### config.mk
export PLATFORM = sky130hd
export DESIGN_NAME = sar_fib_ctrl
export DESIGN_NICKNAME = d
export VERILOG_FILES = /design/src/rtl/sar_fib_pkg.sv /design/src/rtl/sar_fib_sched.sv /design/src/rtl/sar_fib_fsm.sv /design/src/rtl/sar_fib_datapath.sv /design/src/rtl/sar_fib_ctrl.sv
export SDC_FILE = /design/constraint.sdc
export NUM_CORES = 1
export LEC_CHECK = 0
export BUFFER_PORTS_ARGS = -buffer_cell sky130_fd_sc_hd__buf_2
export CAP_MARGIN = 20
export CORE_MARGIN = 2
export CORE_UTILIZATION = 50
export DETAILED_ROUTE_END_ITERATION = 10
export PLACE_DENSITY_LB_ADDON = 0.15
export SYNTH_ARGS = -nofsm -noshare
export SYNTH_HDL_FRONTEND = slang
export SYNTH_HIERARCHICAL = 1
export SYNTH_SLANG_ARGS = --single-unit
export TNS_END_PERCENT = 30
### constraint.sdc
create_clock -name clk_i -period 3.35 [get_ports clk_i]
set_input_delay 0 -clock clk_i [delete_from_list [all_inputs] [get_ports clk_i]]
set_output_delay 0 -clock clk_i [all_outputs]
set_load 0.05 [all_outputs]
### src/rtl/sar_fib_pkg.sv
package sar_fib_pkg;
  function automatic int fib(input int n);
    int a, b, t;
    a = 0;
    b = 1;
    for (int i = 0; i < n; i++) begin
      t = a + b;
      a = b;
      b = t;
    end
    return a;
  endfunction

  typedef enum logic {ST_IDLE, ST_CONV} sar_state_e;
endpackage

### src/rtl/sar_fib_sched.sv
module sar_fib_sched #(
  parameter int N_STEPS = 6,
  parameter int W_W     = 6,
  localparam int STEP_W = $clog2(N_STEPS)
) (
  input  logic [STEP_W-1:0] step_i,
  output logic [W_W-1:0]    weight_o
);
  logic [W_W-1:0] tbl [N_STEPS];

  // weight for step k is F(N_STEPS-1-k); final entry unused
  for (genvar k = 0; k < N_STEPS; k++) begin : g_w
    assign tbl[k] = W_W'(sar_fib_pkg::fib(N_STEPS - 1 - k));
  end

  assign weight_o = tbl[step_i];
endmodule

### src/rtl/sar_fib_fsm.sv
module sar_fib_fsm #(
  parameter int N_STEPS = 6,
  localparam int STEP_W = $clog2(N_STEPS)
) (
  input  logic              clk_i,
  input  logic              rst_ni,
  input  logic              start_i,
  output logic              busy_o,
  output logic              done_o,
  output logic [STEP_W-1:0] step_o,
  output logic              load_o,
  output logic              adv_o,
  output logic              fin_o
);
  import sar_fib_pkg::*;

  localparam logic [STEP_W-1:0] LAST = STEP_W'(N_STEPS - 1);

  sar_state_e  state_q;
  logic [STEP_W-1:0] step_q;
  logic        done_q;

  assign busy_o = (state_q == ST_CONV);
  assign load_o = (state_q == ST_IDLE) && start_i;
  assign adv_o  = busy_o && (step_q != LAST);
  assign fin_o  = busy_o && (step_q == LAST);
  assign step_o = step_q;
  assign done_o = done_q;

  always_ff @(posedge clk_i or negedge rst_ni) begin
    if (!rst_ni) begin
      state_q <= ST_IDLE;
      step_q  <= '0;
      done_q  <= 1'b0;
    end else begin
      done_q <= fin_o;
      if (load_o) begin
        state_q <= ST_CONV;
        step_q  <= '0;
      end else if (adv_o) begin
        step_q <= step_q + 1'b1;
      end else if (fin_o) begin
        state_q <= ST_IDLE;
      end
    end
  end

  AST_STEP_BOUND: assert property (@(posedge clk_i) disable iff (!rst_ni)
    busy_o |-> (step_q <= LAST));
  AST_FIN_IDLE: assert property (@(posedge clk_i) disable iff (!rst_ni)
    fin_o |=> (!busy_o && done_o));
endmodule

### src/rtl/sar_fib_datapath.sv
module sar_fib_datapath #(
  parameter int N_BITS = 4,
  parameter int REF_W  = N_BITS + 2
) (
  input  logic                    clk_i,
  input  logic                    rst_ni,
  input  logic                    load_i,
  input  logic                    adv_i,
  input  logic                    fin_i,
  input  logic                    comp_i,
  input  logic [REF_W-1:0]        weight_i,
  output logic signed [REF_W-1:0] ref_o,
  output logic [N_BITS-1:0]       code_o
);
  localparam logic signed [REF_W-1:0] MID      = REF_W'(2 ** (N_BITS - 1));
  localparam logic signed [REF_W:0]   CODE_MAX = (REF_W + 1)'(2 ** N_BITS - 1);

  logic signed [REF_W-1:0] ref_q;
  logic [N_BITS-1:0]       code_q;
  logic signed [REF_W:0]   cand;
  logic [N_BITS-1:0]       sat_code;

  // last decision selects ref or ref-1 as the floor estimate
  always_comb begin
    cand = {ref_q[REF_W-1], ref_q};
    if (!comp_i) cand = cand - (REF_W + 1)'(1);
    if (cand[REF_W])          sat_code = '0;
    else if (cand > CODE_MAX) sat_code = '1;
    else                      sat_code = cand[N_BITS-1:0];
  end

  always_ff @(posedge clk_i or negedge rst_ni) begin
    if (!rst_ni) begin
      ref_q  <= '0;
      code_q <= '0;
    end else begin
      if (load_i)     ref_q <= MID;
      else if (adv_i) ref_q <= comp_i ? ref_q + $signed(weight_i) : ref_q - $signed(weight_i);
      if (fin_i)      code_q <= sat_code;
    end
  end

  assign ref_o  = ref_q;
  assign code_o = code_q;

  AST_ADV_MOVES: assert property (@(posedge clk_i) disable iff (!rst_ni)
    adv_i |=> (ref_q != $past(ref_q)));
  AST_CODE_ONLY_FIN: assert property (@(posedge clk_i) disable iff (!rst_ni)
    !fin_i |=> $stable(code_q));
endmodule

### src/rtl/sar_fib_ctrl.sv
module sar_fib_ctrl #(
  parameter int N_BITS  = 4,
  parameter int N_STEPS = 6,
  localparam int REF_W  = N_BITS + 2,
  localparam int STEP_W = $clog2(N_STEPS)
) (
  input  logic                    clk_i,
  input  logic                    rst_ni,
  input  logic                    start_i,
  input  logic                    comp_i,
  output logic                    busy_o,
  output logic signed [REF_W-1:0] ref_o,
  output logic                    done_o,
  output logic [N_BITS-1:0]       code_o
);
  logic [STEP_W-1:0] step;
  logic [REF_W-1:0]  weight;
  logic              load, adv, fin;

  sar_fib_fsm #(.N_STEPS(N_STEPS)) u_fsm (
    .clk_i  (clk_i),
    .rst_ni (rst_ni),
    .start_i(start_i),
    .busy_o (busy_o),
    .done_o (done_o),
    .step_o (step),
    .load_o (load),
    .adv_o  (adv),
    .fin_o  (fin)
  );

  sar_fib_sched #(.N_STEPS(N_STEPS), .W_W(REF_W)) u_sched (
    .step_i  (step),
    .weight_o(weight)
  );

  sar_fib_datapath #(.N_BITS(N_BITS), .REF_W(REF_W)) u_dp (
    .clk_i   (clk_i),
    .rst_ni  (rst_ni),
    .load_i  (load),
    .adv_i   (adv),
    .fin_i   (fin),
    .comp_i  (comp_i),
    .weight_i(weight),
    .ref_o   (ref_o),
    .code_o  (code_o)
  );

  localparam logic signed [REF_W-1:0] MID = REF_W'(2 ** (N_BITS - 1));

  logic [STEP_W:0] chk_cnt;
  always_ff @(posedge clk_i or negedge rst_ni) begin
    if (!rst_ni)      chk_cnt <= '0;
    else if (!busy_o) chk_cnt <= '0;
    else              chk_cnt <= chk_cnt + 1'b1;
  end

  AST_START_MID: assert property (@(posedge clk_i) disable iff (!rst_ni)
    (start_i && !busy_o) |=> (busy_o && ref_o == MID));
  AST_STEP_UP: assert property (@(posedge clk_i) disable iff (!rst_ni)
    (adv && comp_i) |=> (ref_o > $past(ref_o)));
  AST_STEP_DOWN: assert property (@(posedge clk_i) disable iff (!rst_ni)
    (adv && !comp_i) |=> (ref_o < $past(ref_o)));
  AST_CONV_LEN: assert property (@(posedge clk_i) disable iff (!rst_ni)
    done_o |-> (chk_cnt == (STEP_W + 1)'(N_STEPS)));
  AST_DONE_IDLE: assert property (@(posedge clk_i) disable iff (!rst_ni)
    done_o |-> !busy_o);
  AST_DONE_PULSE: assert property (@(posedge clk_i) disable iff (!rst_ni)
    done_o |=> !done_o);
  AST_CODE_STABLE: assert property (@(posedge clk_i) disable iff (!rst_ni)
    !done_o |-> $stable(code_o));
endmodule

==> flow_summary.json <==
{
  "status": "complete, no violations",
  "io_buffers": 15,
  "yosysWarnings": 6,
  "drc": 0,
  "first_iter_violations": 24,
  "wire_per_inst_um": 14.1,
  "postPlaceCellArea_um2": 1320,
  "viasPerCell": 5.72,
  "gp_congestion": 0.792,
  "post-dp-hpwl_um": 1950,
  "cp.required_ps": 3500,
  "crit_top_cell": "ha_1",
  "netlist_instances": 140,
  "initial_core_util": 0.512,
  "vias": 1075,
  "nFillCells": 216,
  "antenna_left": 0,
  "hold_viol_final": 0,
  "syn_avg_cell_area_um2": 8.82,
  "synthTopCellsByArea": "dfrtp_1 30%, ha_1 11%, inv_1 5.2%",
  "ios": 16,
  "first_pass_iters": 4,
  "dieArea_um2": 2880,
  "drv_cap": 0,
  "routed_wl_um": 2660,
  "worst_path_max_delay_cell": "dfrtp_2",
  "clk_pin_slew_ps": 110,
  "final_core_util": 0.574,
  "critical_path.max_stage_delay_ps": 430,
  "period_needed_ps": 3090,
  "tightest_slew_ps": 596,
  "cts_buffer_depth": 2,
  "reg2reg_depth": 12,
  "synth_top_area_cell": "dfrtp_1",
  "fp.dieW_um": 53.7,
  "synth_simple_gate_area_frac": 0.225,
  "layout-drive-gt1-share": 0.190,
  "worst_slew_margin_rel": 0.600,
  "grt_pass1_vias": 924,
  "clk_latency_ps": 290,
  "h-tree-depth": 1,
  "setup_violations": 0,
  "grt_pass1_wl_um": 4000,
  "synthMuxAreaShare": 0.0537,
  "min_period_over_period": 0.922,
  "grt_use_total": 0.195,
  "r2r_slack_ps": 260,
  "cts_made_buffers": 3,
  "pre_cts_slack_ps": 240,
  "root_buffer": "clkbuf_4",
  "fmax_mhz": 324,
  "die_h_um": 53.7,
  "grt_max_degree": 16,
  "synth-xor-area-share": 0.0496,
  "row_count": 18,
  "final_nets": 175,
  "rr_startpoint": "u_fsm/step_o[0]",
  "synth_top_family_by_area": "simple AND/OR/NAND/NOR gates",
  "worst_setup_path_start_kind": "flip-flop",
  "netlist_area_um2": 1230,
  "cp.arrival_ps": 3240,
  "hold_path.class": "in2async",
  "overflow": 0,
  "crit_fanout": 7,
  "worstReg2RegEnd": "u_dp/ref_o[5]",
  "final_area_um2": 1380,
  "synth_top_area_frac": 0.304,
  "yosys.area_share.adder": 0.128,
  "ys_seq_elements": 15,
  "crit_chain": "inv_1 > ha_1 > mux2i_2 > inv_1 > ha_1 > mux2_1 > ha_1 > a21oi_1 > o211ai_1 > nor3_1 > a2111oi_1 > o211ai_1",
  "area_growth_pct": 12.0,
  "skew_ps": 11.0,
  "clock-sinks": 15,
  "placed_cells": 182,
  "drv_slew": 0,
  "synth_cell_types": 44,
  "n_antenna_cell": 0,
  "end_kind": "flip-flop",
  "fin_cells": 188,
  "antenna_found_initial": 0,
  "layout_setup_ws_ps": 262,
  "critPathKind": "reg2reg",
  "yosysSeqAreaShare": 0.304,
  "core_area_um2": 2410,
  "tritoncts": "yes",
  "synth_compound_area_frac": 0.160
}
==> critical path, delay by kind of cell (launching register included) <==
| kind | cells | cell delay, ps |
|---|---|---|
| buffers and inverters | 2 | 170 |
| flip-flops | 1 | 430 |
| multiplexers | 2 | 540 |
| AND/OR/NAND/NOR | 1 | 90 |
| AO/OA/AOI/OAI | 4 | 930 |
| adder cells (fa/ha/maj) | 3 | 790 |
==> what timing repair did <==
action                                  in CTS  in global routing
gates resized for setup                      0                  4
endpoints found under the setup margin       0                  1
hold buffers                                 2                  0
endpoints found under the hold margin       16                  0
setup buffers                                0                  0
==> layout make-up <==
type	instances	area [µm²]	area share
Tap cell	30	37.5	0.0271
Inverter	17	63.8	0.0462
Clock inverter	1	7.51	0.00543
Multi-Input combinational cell	105	778	0.563
Sequential cell	15	378	0.273
Clock buffer	3	22.5	0.0163
Timing Repair Buffer	17	95.1	0.0688
==> cell usage after synthesis <==
library cell	count
a2111oi_1	1
a211oi_1	2
a21bo_2	1
a21boi_1	1
a21boi_2	1
a21o_1	1
a21oi_1	6
a221o_1	1
a31o_1	1
a31oi_1	1
and3_2	1
and4_2	1
and4b_1	1
buf_2	1
buf_4	3
clkbuf_1	1
conb_1	1
dfrtp_1	15
fa_1	1
ha_1	11
inv_1	17
mux2_1	1
mux2_4	1
mux2i_1	4
nand2_1	2
nand2b_1	3
nand3_1	3
nand3b_1	3
nor2_1	14
nor2b_1	6
nor3_1	5
nor3_2	2
nor3b_1	1
nor4_1	4
o2111ai_1	1
o211a_1	1
o211ai_1	2
o21ai_0	1
o21ai_1	2
o21bai_1	1
o22ai_1	4
or2_1	3
xnor2_1	3
xor2_1	4
==> per-layer routing <==
layer | GRT usage | vias up | routed length [µm]
met3 | 0.0250 | 4 | 57
met1 | 0.238 | 531 | 1240
met2 | 0.335 | 19 | 1320
met4 | 0.0940 | 0 | 36
met5 | 0 | - | 0
li1 | - | 521 | -
==> worst max path at each step <==
stage	start	end	slack [ps]	cells past startpoint
2_1_floorplan	u_fsm/step_o[0]	u_dp/ref_o[5]	510	12
3_3_place_gp	u_fsm/step_o[0]	u_dp/ref_o[5]	380	12
3_5_place_dp	u_fsm/step_o[0]	u_dp/ref_o[5]	240	12
4_1_cts	u_fsm/step_o[0]	u_dp/ref_o[5]	170	12
5_1_grt	u_fsm/step_o[0]	u_dp/ref_o[5]	-20	13
6_report	u_fsm/step_o[0]	u_dp/ref_o[5]	260	12
==> registers in the layout (all words and copies together), names as in the netlist <==
| register | cells |
|---|---|
| u_dp/ref_o | 6 |
| u_dp/code_o | 4 |
| u_fsm/step_o | 3 |
| u_fsm/busy_o | 1 |
| u_fsm/done_o | 1 |
==> placed cells by master (no fill, tap or decap), types with 2 or more instances in the layout <==
master and instances:
dlygate4sd3_1 2, nor2b_1 5, nand3b_1 3, nand2b_1 3, o21ai_1 2, nor4_1 4, buf_2 15, a211oi_1 2
o211ai_1 2, nor3_2 2, xor2_1 4, mux2i_1 3, inv_1 17, nor2_1 14, conb_1 3, xnor2_1 3
nor3_1 5, dfrtp_2 2, or2_1 3, dfrtp_1 13, o22ai_1 4, nand3_1 3, a21oi_1 6, clkbuf_4 3
nand2_1 2, ha_1 11
==> cell families (layout without fill, tap and decap cells) <==
logic type | after synthesis | after routing
and+or+nand+nor | 49 | 49
AOI/OAI and AO/OA | 28 | 28
buffers and inverters | 22 | 38
DFF | 15 | 15
adders and majority gates | 12 | 12
xor gates and xnor gates | 7 | 7
muxes | 6 | 6
other | 1 | 3
==> per-stage QoR <==
step / TNS (ps) / hold slack, ps
finish: 0 / 129
global placement: 0 / -74.7
global route: -17.4 / 146
CTS: 0 / 145
floorplan: 0 / -296
detailed placement: 0 / -68.7
Power is left out: the tool's default activity adds up to more than one toggle a clock period on the data nets, which glitch-free logic cannot reach.
